[src/rtl/sram_wmon_pkg.sv]
`timescale 1ns/1ps
package sram_wmon_pkg;

   // Rule numbers double as flag bit positions.
   typedef enum logic [3:0] {
      CHK_CYC = 4'd0,
      CHK_CEW = 4'd1,
      CHK_AVW = 4'd2,
      CHK_AS  = 4'd3,
      CHK_WP  = 4'd4,
      CHK_DW  = 4'd5,
      CHK_WR  = 4'd6,
      CHK_DH  = 4'd7,
      CHK_OVL = 4'd8
   } chk_e;

   localparam int NUM_CHK = 9;
   localparam int CODE_W  = 4;

   // Interval events timed by the block.
   localparam int EV_ADDR = 0;
   localparam int EV_DATA = 1;
   localparam int EV_CEF  = 2;
   localparam int EV_WS   = 3;
   localparam int EV_WER  = 4;
   localparam int EV_CER  = 5;
   localparam int NUM_EV  = 6;

   function automatic int ns2cnt(input int ns, input int per);
      return (ns + per - 1) / per;
   endfunction

endpackage

[src/rtl/sram_wmon_sampler.sv]
`timescale 1ns/1ps
module sram_wmon_sampler #(
   parameter int          W       = 8,
   parameter int          STAGES  = 2,
   parameter logic [W-1:0] RST_VAL = '0
) (
   input  logic         clk,
   input  logic         rst_n,
   input  logic [W-1:0] din,
   output logic [W-1:0] cur,
   output logic [W-1:0] prev
);

   generate
      if (STAGES < 1) begin : g_bad_stages
         $error("sram_wmon_sampler: STAGES must be at least 1");
      end

      if (STAGES == 1) begin : g_single
         always_ff @(posedge clk or negedge rst_n) begin
            if (!rst_n) cur <= RST_VAL;
            else        cur <= din;
         end
      end else begin : g_chain
         logic [W-1:0] pipe [STAGES-1];
         always_ff @(posedge clk or negedge rst_n) begin
            if (!rst_n) begin
               for (int i = 0; i < STAGES-1; i++) pipe[i] <= RST_VAL;
               cur <= RST_VAL;
            end else begin
               pipe[0] <= din;
               for (int i = 1; i < STAGES-1; i++) pipe[i] <= pipe[i-1];
               cur <= pipe[STAGES-2];
            end
         end
      end
   endgenerate

   always_ff @(posedge clk or negedge rst_n) begin
      if (!rst_n) prev <= RST_VAL;
      else        prev <= cur;
   end

endmodule

[src/rtl/sram_wmon_ivl.sv]
`timescale 1ns/1ps
module sram_wmon_ivl #(
   parameter int CW = 8
) (
   input  logic          clk,
   input  logic          rst_n,
   input  logic          evt,
   output logic [CW-1:0] elapsed
);

   // Samples since the last event, saturating; starts saturated.
   always_ff @(posedge clk or negedge rst_n) begin
      if (!rst_n)               elapsed <= '1;
      else if (evt)             elapsed <= CW'(1);
      else if (elapsed != '1)   elapsed <= elapsed + 1'b1;
   end

endmodule

[src/rtl/sram_wmon_sticky.sv]
`timescale 1ns/1ps
module sram_wmon_sticky #(
   parameter int N      = 9,
   parameter int CODE_W = 4
) (
   input  logic              clk,
   input  logic              rst_n,
   input  logic              clr,
   input  logic [N-1:0]      hit,
   output logic [N-1:0]      flags,
   output logic              first_vld,
   output logic [CODE_W-1:0] first_code
);

   logic [CODE_W-1:0] hit_code;

   generate
      if ((1 << CODE_W) < N) begin : g_bad_code
         $error("sram_wmon_sticky: CODE_W too small for N");
      end
   endgenerate

   always_comb begin
      hit_code = '0;
      for (int i = N-1; i >= 0; i--) begin
         if (hit[i]) hit_code = CODE_W'(i);
      end
   end

   always_ff @(posedge clk or negedge rst_n) begin
      if (!rst_n) begin
         flags      <= '0;
         first_vld  <= 1'b0;
         first_code <= '0;
      end else if (clr) begin
         flags      <= '0;
         first_vld  <= 1'b0;
         first_code <= '0;
      end else begin
         flags <= flags | hit;
         if (!first_vld && (|hit)) begin
            first_vld  <= 1'b1;
            first_code <= hit_code;
         end
      end
   end

endmodule

[src/rtl/sram_wmon.sv]
`timescale 1ns/1ps
module sram_wmon
   import sram_wmon_pkg::*;
#(
   parameter int ADDR_W      = 21,
   parameter int DATA_W      = 8,
   parameter int SAMPLE_NS   = 10,
   parameter int SYNC_STAGES = 2,
   parameter int CW          = 8,
   parameter int CNT_W       = 16,
   parameter int T_CYC_NS    = 70,
   parameter int T_CEW_NS    = 65,
   parameter int T_AVW_NS    = 65,
   parameter int T_AS_NS     = 0,
   parameter int T_WP_NS     = 55,
   parameter int T_DW_NS     = 30,
   parameter int T_WR_WE_NS  = 5,
   parameter int T_WR_CE_NS  = 15,
   parameter int T_DH_WE_NS  = 0,
   parameter int T_DH_CE_NS  = 10
) (
   input  logic              clk,
   input  logic              rst_n,
   input  logic              clr_flags,
   input  logic [ADDR_W-1:0] mem_addr,
   input  logic [DATA_W-1:0] mem_data,
   input  logic              mem_ce_n,
   input  logic              mem_we_n,
   output logic [8:0]        viol_flags,
   output logic              first_vld,
   output logic [3:0]        first_code,
   output logic [15:0]       wr_count
);

   localparam int N_CYC   = ns2cnt(T_CYC_NS,   SAMPLE_NS);
   localparam int N_CEW   = ns2cnt(T_CEW_NS,   SAMPLE_NS);
   localparam int N_AVW   = ns2cnt(T_AVW_NS,   SAMPLE_NS);
   localparam int N_AS    = ns2cnt(T_AS_NS,    SAMPLE_NS);
   localparam int N_WP    = ns2cnt(T_WP_NS,    SAMPLE_NS);
   localparam int N_DW    = ns2cnt(T_DW_NS,    SAMPLE_NS);
   localparam int N_WR_WE = ns2cnt(T_WR_WE_NS, SAMPLE_NS);
   localparam int N_WR_CE = ns2cnt(T_WR_CE_NS, SAMPLE_NS);
   localparam int N_DH_WE = ns2cnt(T_DH_WE_NS, SAMPLE_NS);
   localparam int N_DH_CE = ns2cnt(T_DH_CE_NS, SAMPLE_NS);
   localparam int SAT     = (1 << CW) - 1;
   localparam int SMP_W   = ADDR_W + DATA_W + 2;
   localparam logic [SMP_W-1:0] SMP_RST = {{(ADDR_W+DATA_W){1'b0}}, 2'b11};

   // Elaboration-time parameter checks
   generate
      if (SAMPLE_NS < 1) begin : g_bad_period
         $error("sram_wmon: SAMPLE_NS must be positive");
      end
      if (ADDR_W < 1 || DATA_W < 1) begin : g_bad_width
         $error("sram_wmon: bus widths must be positive");
      end
      if (CNT_W != 16) begin : g_bad_cnt
         $error("sram_wmon: wr_count port is 16 bits wide");
      end
      if (N_CYC >= SAT || N_CEW >= SAT || N_AVW >= SAT || N_AS >= SAT ||
          N_WP >= SAT || N_DW >= SAT || N_WR_WE >= SAT || N_WR_CE >= SAT ||
          N_DH_WE >= SAT || N_DH_CE >= SAT) begin : g_bad_cw
         $error("sram_wmon: a limit does not fit the interval counter width CW");
      end
   endgenerate

   function automatic logic at_least(input logic [CW-1:0] v, input int lim);
      return int'({1'b0, v}) >= lim;
   endfunction

   // Input sampling
   logic [SMP_W-1:0]  smp_cur, smp_prev;
   logic [ADDR_W-1:0] a_cur, a_prev;
   logic [DATA_W-1:0] d_cur, d_prev;
   logic              ce_cur, ce_prev, we_cur, we_prev;

   sram_wmon_sampler #(
      .W(SMP_W), .STAGES(SYNC_STAGES), .RST_VAL(SMP_RST)
   ) u_smp (
      .clk  (clk),
      .rst_n(rst_n),
      .din  ({mem_addr, mem_data, mem_ce_n, mem_we_n}),
      .cur  (smp_cur),
      .prev (smp_prev)
   );

   assign {a_cur,  d_cur,  ce_cur,  we_cur}  = smp_cur;
   assign {a_prev, d_prev, ce_prev, we_prev} = smp_prev;

   // Events on the current sample
   logic win_cur, win_prev, wr_start, wr_end;
   logic [NUM_EV-1:0] evt;

   assign win_cur  = !ce_cur  && !we_cur;
   assign win_prev = !ce_prev && !we_prev;
   assign wr_start = win_cur && !win_prev;
   assign wr_end   = !win_cur && win_prev;

   always_comb begin
      evt          = '0;
      evt[EV_ADDR] = (a_cur != a_prev);
      evt[EV_DATA] = (d_cur != d_prev);
      evt[EV_CEF]  = !ce_cur && ce_prev;
      evt[EV_WS]   = wr_start;
      evt[EV_WER]  = we_cur && !we_prev;
      evt[EV_CER]  = ce_cur && !ce_prev;
   end

   // One interval counter per event kind
   logic [CW-1:0] el [NUM_EV];

   generate
      for (genvar g = 0; g < NUM_EV; g++) begin : g_ivl
         sram_wmon_ivl #(.CW(CW)) u_ivl (
            .clk    (clk),
            .rst_n  (rst_n),
            .evt    (evt[g]),
            .elapsed(el[g])
         );
      end
   endgenerate

   // Distance including an event on this very sample
   logic [CW-1:0] dist_addr, dist_wer, dist_cer;
   assign dist_addr = evt[EV_ADDR] ? '0 : el[EV_ADDR];
   assign dist_wer  = evt[EV_WER]  ? '0 : el[EV_WER];
   assign dist_cer  = evt[EV_CER]  ? '0 : el[EV_CER];

   // Post-window alternatives
   logic wr_we_ok, wr_ce_ok, dh_we_ok, dh_ce_ok;
   assign wr_we_ok = we_cur && at_least(dist_wer, N_WR_WE);
   assign wr_ce_ok = ce_cur && at_least(dist_cer, N_WR_CE);
   assign dh_we_ok = we_cur && at_least(dist_wer, N_DH_WE);
   assign dh_ce_ok = ce_cur && at_least(dist_cer, N_DH_CE);

   logic rec_pend, hold_pend, rec_act, hold_act, rec_ok, hold_ok;
   assign rec_act  = rec_pend  || wr_end;
   assign hold_act = hold_pend || wr_end;
   assign rec_ok   = wr_we_ok || wr_ce_ok;
   assign hold_ok  = dh_we_ok || dh_ce_ok;

   always_ff @(posedge clk or negedge rst_n) begin
      if (!rst_n) begin
         rec_pend  <= 1'b0;
         hold_pend <= 1'b0;
      end else begin
         if (wr_start)                              rec_pend <= 1'b0;
         else if (rec_act && (evt[EV_ADDR] || rec_ok)) rec_pend <= 1'b0;
         else if (wr_end)                           rec_pend <= 1'b1;

         if (wr_start)                               hold_pend <= 1'b0;
         else if (hold_act && (evt[EV_DATA] || hold_ok)) hold_pend <= 1'b0;
         else if (wr_end)                            hold_pend <= 1'b1;
      end
   end

   // Rule evaluation
   logic [NUM_CHK-1:0] hit;

   always_comb begin
      hit          = '0;
      hit[CHK_CYC] = evt[EV_ADDR] && !at_least(el[EV_ADDR], N_CYC);
      hit[CHK_AS]  = wr_start && !at_least(dist_addr, N_AS);
      hit[CHK_CEW] = wr_end && !at_least(el[EV_CEF],  N_CEW);
      hit[CHK_AVW] = wr_end && !at_least(el[EV_ADDR], N_AVW);
      hit[CHK_WP]  = wr_end && !at_least(el[EV_WS],   N_WP);
      hit[CHK_DW]  = wr_end && !at_least(el[EV_DATA], N_DW);
      hit[CHK_WR]  = rec_act  && evt[EV_ADDR] && !rec_ok;
      hit[CHK_DH]  = hold_act && evt[EV_DATA] && !hold_ok;
      hit[CHK_OVL] = win_cur && win_prev && (evt[EV_ADDR] || evt[EV_DATA]);
   end

   sram_wmon_sticky #(.N(NUM_CHK), .CODE_W(CODE_W)) u_sticky (
      .clk       (clk),
      .rst_n     (rst_n),
      .clr       (clr_flags),
      .hit       (hit),
      .flags     (viol_flags),
      .first_vld (first_vld),
      .first_code(first_code)
   );

   // Completed window counter
   always_ff @(posedge clk or negedge rst_n) begin
      if (!rst_n)      wr_count <= '0;
      else if (wr_end) wr_count <= wr_count + 16'd1;
   end

endmodule

[config.mk]
export PLATFORM = sky130hd
export DESIGN_NAME = sram_wmon
export DESIGN_NICKNAME = d
export VERILOG_FILES = /design/src/rtl/sram_wmon_pkg.sv /design/src/rtl/sram_wmon_sampler.sv /design/src/rtl/sram_wmon_ivl.sv /design/src/rtl/sram_wmon_sticky.sv /design/src/rtl/sram_wmon.sv
export SDC_FILE = /design/constraint.sdc
export NUM_CORES = 1
export LEC_CHECK = 0
export BUFFER_PORTS_ARGS = -buffer_cell sky130_fd_sc_hd__buf_4
export CAP_MARGIN = 10
export CORE_AREA = 5 5 155 157
export CTS_CLUSTER_DIAMETER = 120
export DETAILED_ROUTE_END_ITERATION = 16
export DIE_AREA = 0 0 160 162
export MAX_ROUTING_LAYER = met4
export SLEW_MARGIN = 20
export SYNTH_ARGS = -nofsm -noshare
export SYNTH_HDL_FRONTEND = slang
export SYNTH_SLANG_ARGS = --single-unit
[constraint.sdc]
create_clock -name clk -period 2.7 [get_ports clk]
set_input_delay 0.54 -clock clk [delete_from_list [all_inputs] [get_ports clk]]
set_output_delay 0.54 -clock clk [all_outputs]
set_load 0.02 [all_outputs]
==> results.ini <==
[clock_tree]
clk_path_buf_depth=2
cts_made_buffers=17
clock-sinks=172
h-tree-depth=4
postCtsHoldBufs=0
cts_setup_buffers=0
clk_root_buffer_cell=clkbuf_16
tritoncts=built
clk_latency_ns=0.42
clkTransAtPathRegs_ns=0.07

[critical_path]
cp_slowest_stage_delay_ns=0.41
r2r-start=u_smp.prev[29]
cp_top_family=simple AND/OR/NAND/NOR gates
rrSetupSlack_ns=0.26
crit_chain=xor2_1 > nor4_1 > nand4_1 > o32ai_2 > a41oi_2 > or3b_1 > o41ai_1
crit_path_end_kind=flip-flop
crit_path_top_delay_cell=or3b_1
cp_max_fo=6
worstSetupPathType=flip-flop to flip-flop
cp-endpoint=u_sticky.first_code[2]
worst-path-buf-inv=0
rr_worst_depth=7
required_ns=3.00
worstSetupStartpoint=u_smp.prev[29]
worst_setup_path_start_kind=flip-flop
r2r-end=u_sticky.first_code[2]
cp.depth=7
worstPathArrival_ns=2.75

[power_and_ir_drop]
clkPwrFrac=0.384
power.switching_mw=1.63
peakVddDrop_mv=0.389
p_leak_nw=3.45
seqPwrFrac=0.509
p_int_mw=4.46
sw_frac_of_total=0.267
p_per_area_nw_per_um2=759
combinationalPowerShare=0.108

[yosys]
synth.largest_area_cell=dfrtp_1
synth.distinct_cells=47
synth_edf_count=0
syn_inst=538
synth.most_common_cell=dfrtp_1
synth_area_leaders=dfrtp_1 45%, dfstp_2 22%, xor2_1 5.8%, nor2_1 3.2%, nand3_1 2.8%
ys_seq_area_frac=0.663
synth_ff_type=dfrtp_1
yosys-top-cells-count=118 x dfrtp_1, 57 x nor2_1, 54 x dfstp_2
synth_seq_cells=172
synth_top_area_frac=0.448
syn-num-nets=580
synthesis.area_um2=6590
avgSynthCellArea_um2=12.3
synth_warnings=0
synthArstFlopShare=1.00

[timing]
timing_hold_violations_final=0
slew_viol_final=0
fmax_mhz=409
worst_pin_slew_ns=0.613
slew_headroom=0.591
min_period_ns=2.44
skew_ns=0.00909
layout_setup_ws_ns=0.257
setup_viol_count_final=0
min_period_over_period=0.905

[final_layout]
diodes=0
final_cells=912
area_growth_pct=21.8
drive_gt1_frac=0.257
nets=656

[route]
vias_per_cell=4.47
drtIter0Drc=224
first_pass_iters=4
vias=4078
post-route-drc-count=0
ant_nets=0
postRouteWirelength_um=12500
wl_per_cell_um=13.7

[placement]
dp.cells=880
place.gp.congestion=0.807
port_buffers=62
pre_cts_ws_ns=0.160
hpwl_um=8650

[grt]
grt_pass1_wl_um=20900
track_usage=0.104
grt-ovfl-total=0
grt_start_max_net_pins=61
grt_pass1_vias=4048
antenna_found_initial=0

[floorplan]
rows=55
ios=64
chipWidth_um=160
start_util=0.295
dieArea_um2=25900
core_um2=22400
die_h_um=162

[outcome]
outcome=completed

[flow_run]
maxCapViolations=0

[hold_path]
hp-class=input pin to asynchronous set/reset pin

==> state kept, by name, summed over array words and instances, names as in the netlist <==
| register | flops |
|---|---|
| g_ivl.u_ivl.elapsed | 48 |
| u_smp.cur | 31 |
| u_smp.g_chain.pipe | 31 |
| u_smp.prev | 31 |
| wr_count | 16 |
| u_sticky.flags | 8 |
| u_sticky.first_code | 4 |
| hold_pend | 1 |
| rec_pend | 1 |
| u_sticky.first_vld | 1 |
==> how the worst min path moves through the flow <==
stage / slack [ns] / cells past startpoint / endpoint / start
after floorplan: 0.24 / 0 / hold_pend / rst_n
after global placement: 0.33 / 0 / u_smp.cur[5] / u_smp.g_chain.pipe[5]
after detailed placement: 0.33 / 0 / u_smp.cur[15] / u_smp.g_chain.pipe[15]
after CTS: 0.09 / 1 / u_smp.prev[6] / rst_n
after global routing: 0.11 / 1 / u_smp.g_chain.pipe[6] / rst_n
final: 0.08 / 1 / u_smp.cur[4] / rst_n
==> metrics by stage <==
| step | power [mW] | instance area, um^2 | setup TNS [ns] | hold slack [ns] | utilization |
|---|---|---|---|---|---|
| floorplan | 3.50 | 6590 | 0 | 0.244 | - |
| CTS | 6.19 | 8020 | 0 | 0.0911 | 0.358 |
| global placement | 3.80 | 7450 | 0 | 0.331 | 0.333 |
| finish | 6.09 | 8030 | 0 | 0.0775 | 0.359 |
| detailed placement | 3.81 | 7450 | 0 | 0.335 | 0.333 |
| global route | 6.42 | 8030 | -0.00410 | 0.114 | 0.359 |
==> cells by family (layout without fill, tap and decap cells) <==
family | after synthesis | count (layout) | share of synthesized area
DFF | 172 | 172 | 0.663
AOI/OAI and AO/OA | 67 | 67 | 0.0628
xor gates and xnor gates | 60 | 60 | 0.0797
and+or+nand+nor | 199 | 199 | 0.153
adders and majority gates | 8 | 8 | 0.0152
muxes | 7 | 7 | 0.0106
other | 1 | 1 | 0.000569
buffers and inverters | 24 | 113 | 0.0146
==> power by group through the flow <==
stage / clock network (mW) / registers (mW) / logic (mW)
after floorplan: 0 / 3.14 / 0.359
after global placement: 0 / 3.13 / 0.663
after detailed placement: 0 / 3.14 / 0.672
after CTS: 2.42 / 3.10 / 0.674
after global routing: 2.53 / 3.14 / 0.747
final: 2.34 / 3.10 / 0.657
==> routing by layer <==
metal | share of wire | track usage
met4 | 0.015 | 0.0364
met5 | 0 | -
met2 | 0.46 | 0.151
met1 | 0.48 | 0.138
met3 | 0.046 | 0.0315
==> final cells by class <==
cell class,count,area [um^2]
multi-input cells,342,2130
clock inverters,13,135
inverters,11,41.3
well taps,285,357
clock buffers,19,433
flip-flops and latches,172,4370
fillers,2155,14300
repair buffers,70,554
==> placed cells by master (no fill, tap or decap), drive strengths merged, types with 3 or more instances in the layout <==
master / instances
nor3b: 4
mux2i: 7
and2: 3
xor2: 44
nand2b: 10
ha: 8
o21ai: 22
and3: 18
nor4: 9
xnor2: 16
buf: 70
inv: 16
a21oi: 14
a211oi: 7
dfstp: 54
nor3: 13
clkinv: 4
dfrtp: 118
nand3: 37
nand4: 8
clkinvlp: 3
a31oi: 12
nor2: 57
nor2b: 3
clkbuf: 19
nand2: 24
or2: 5
==> timing repair <==
item                       CTS  global route
resized for setup            0             2
hold endpoints to repair     0             0
setup endpoints to repair    0             1
(Power assumes the default switching activity.)
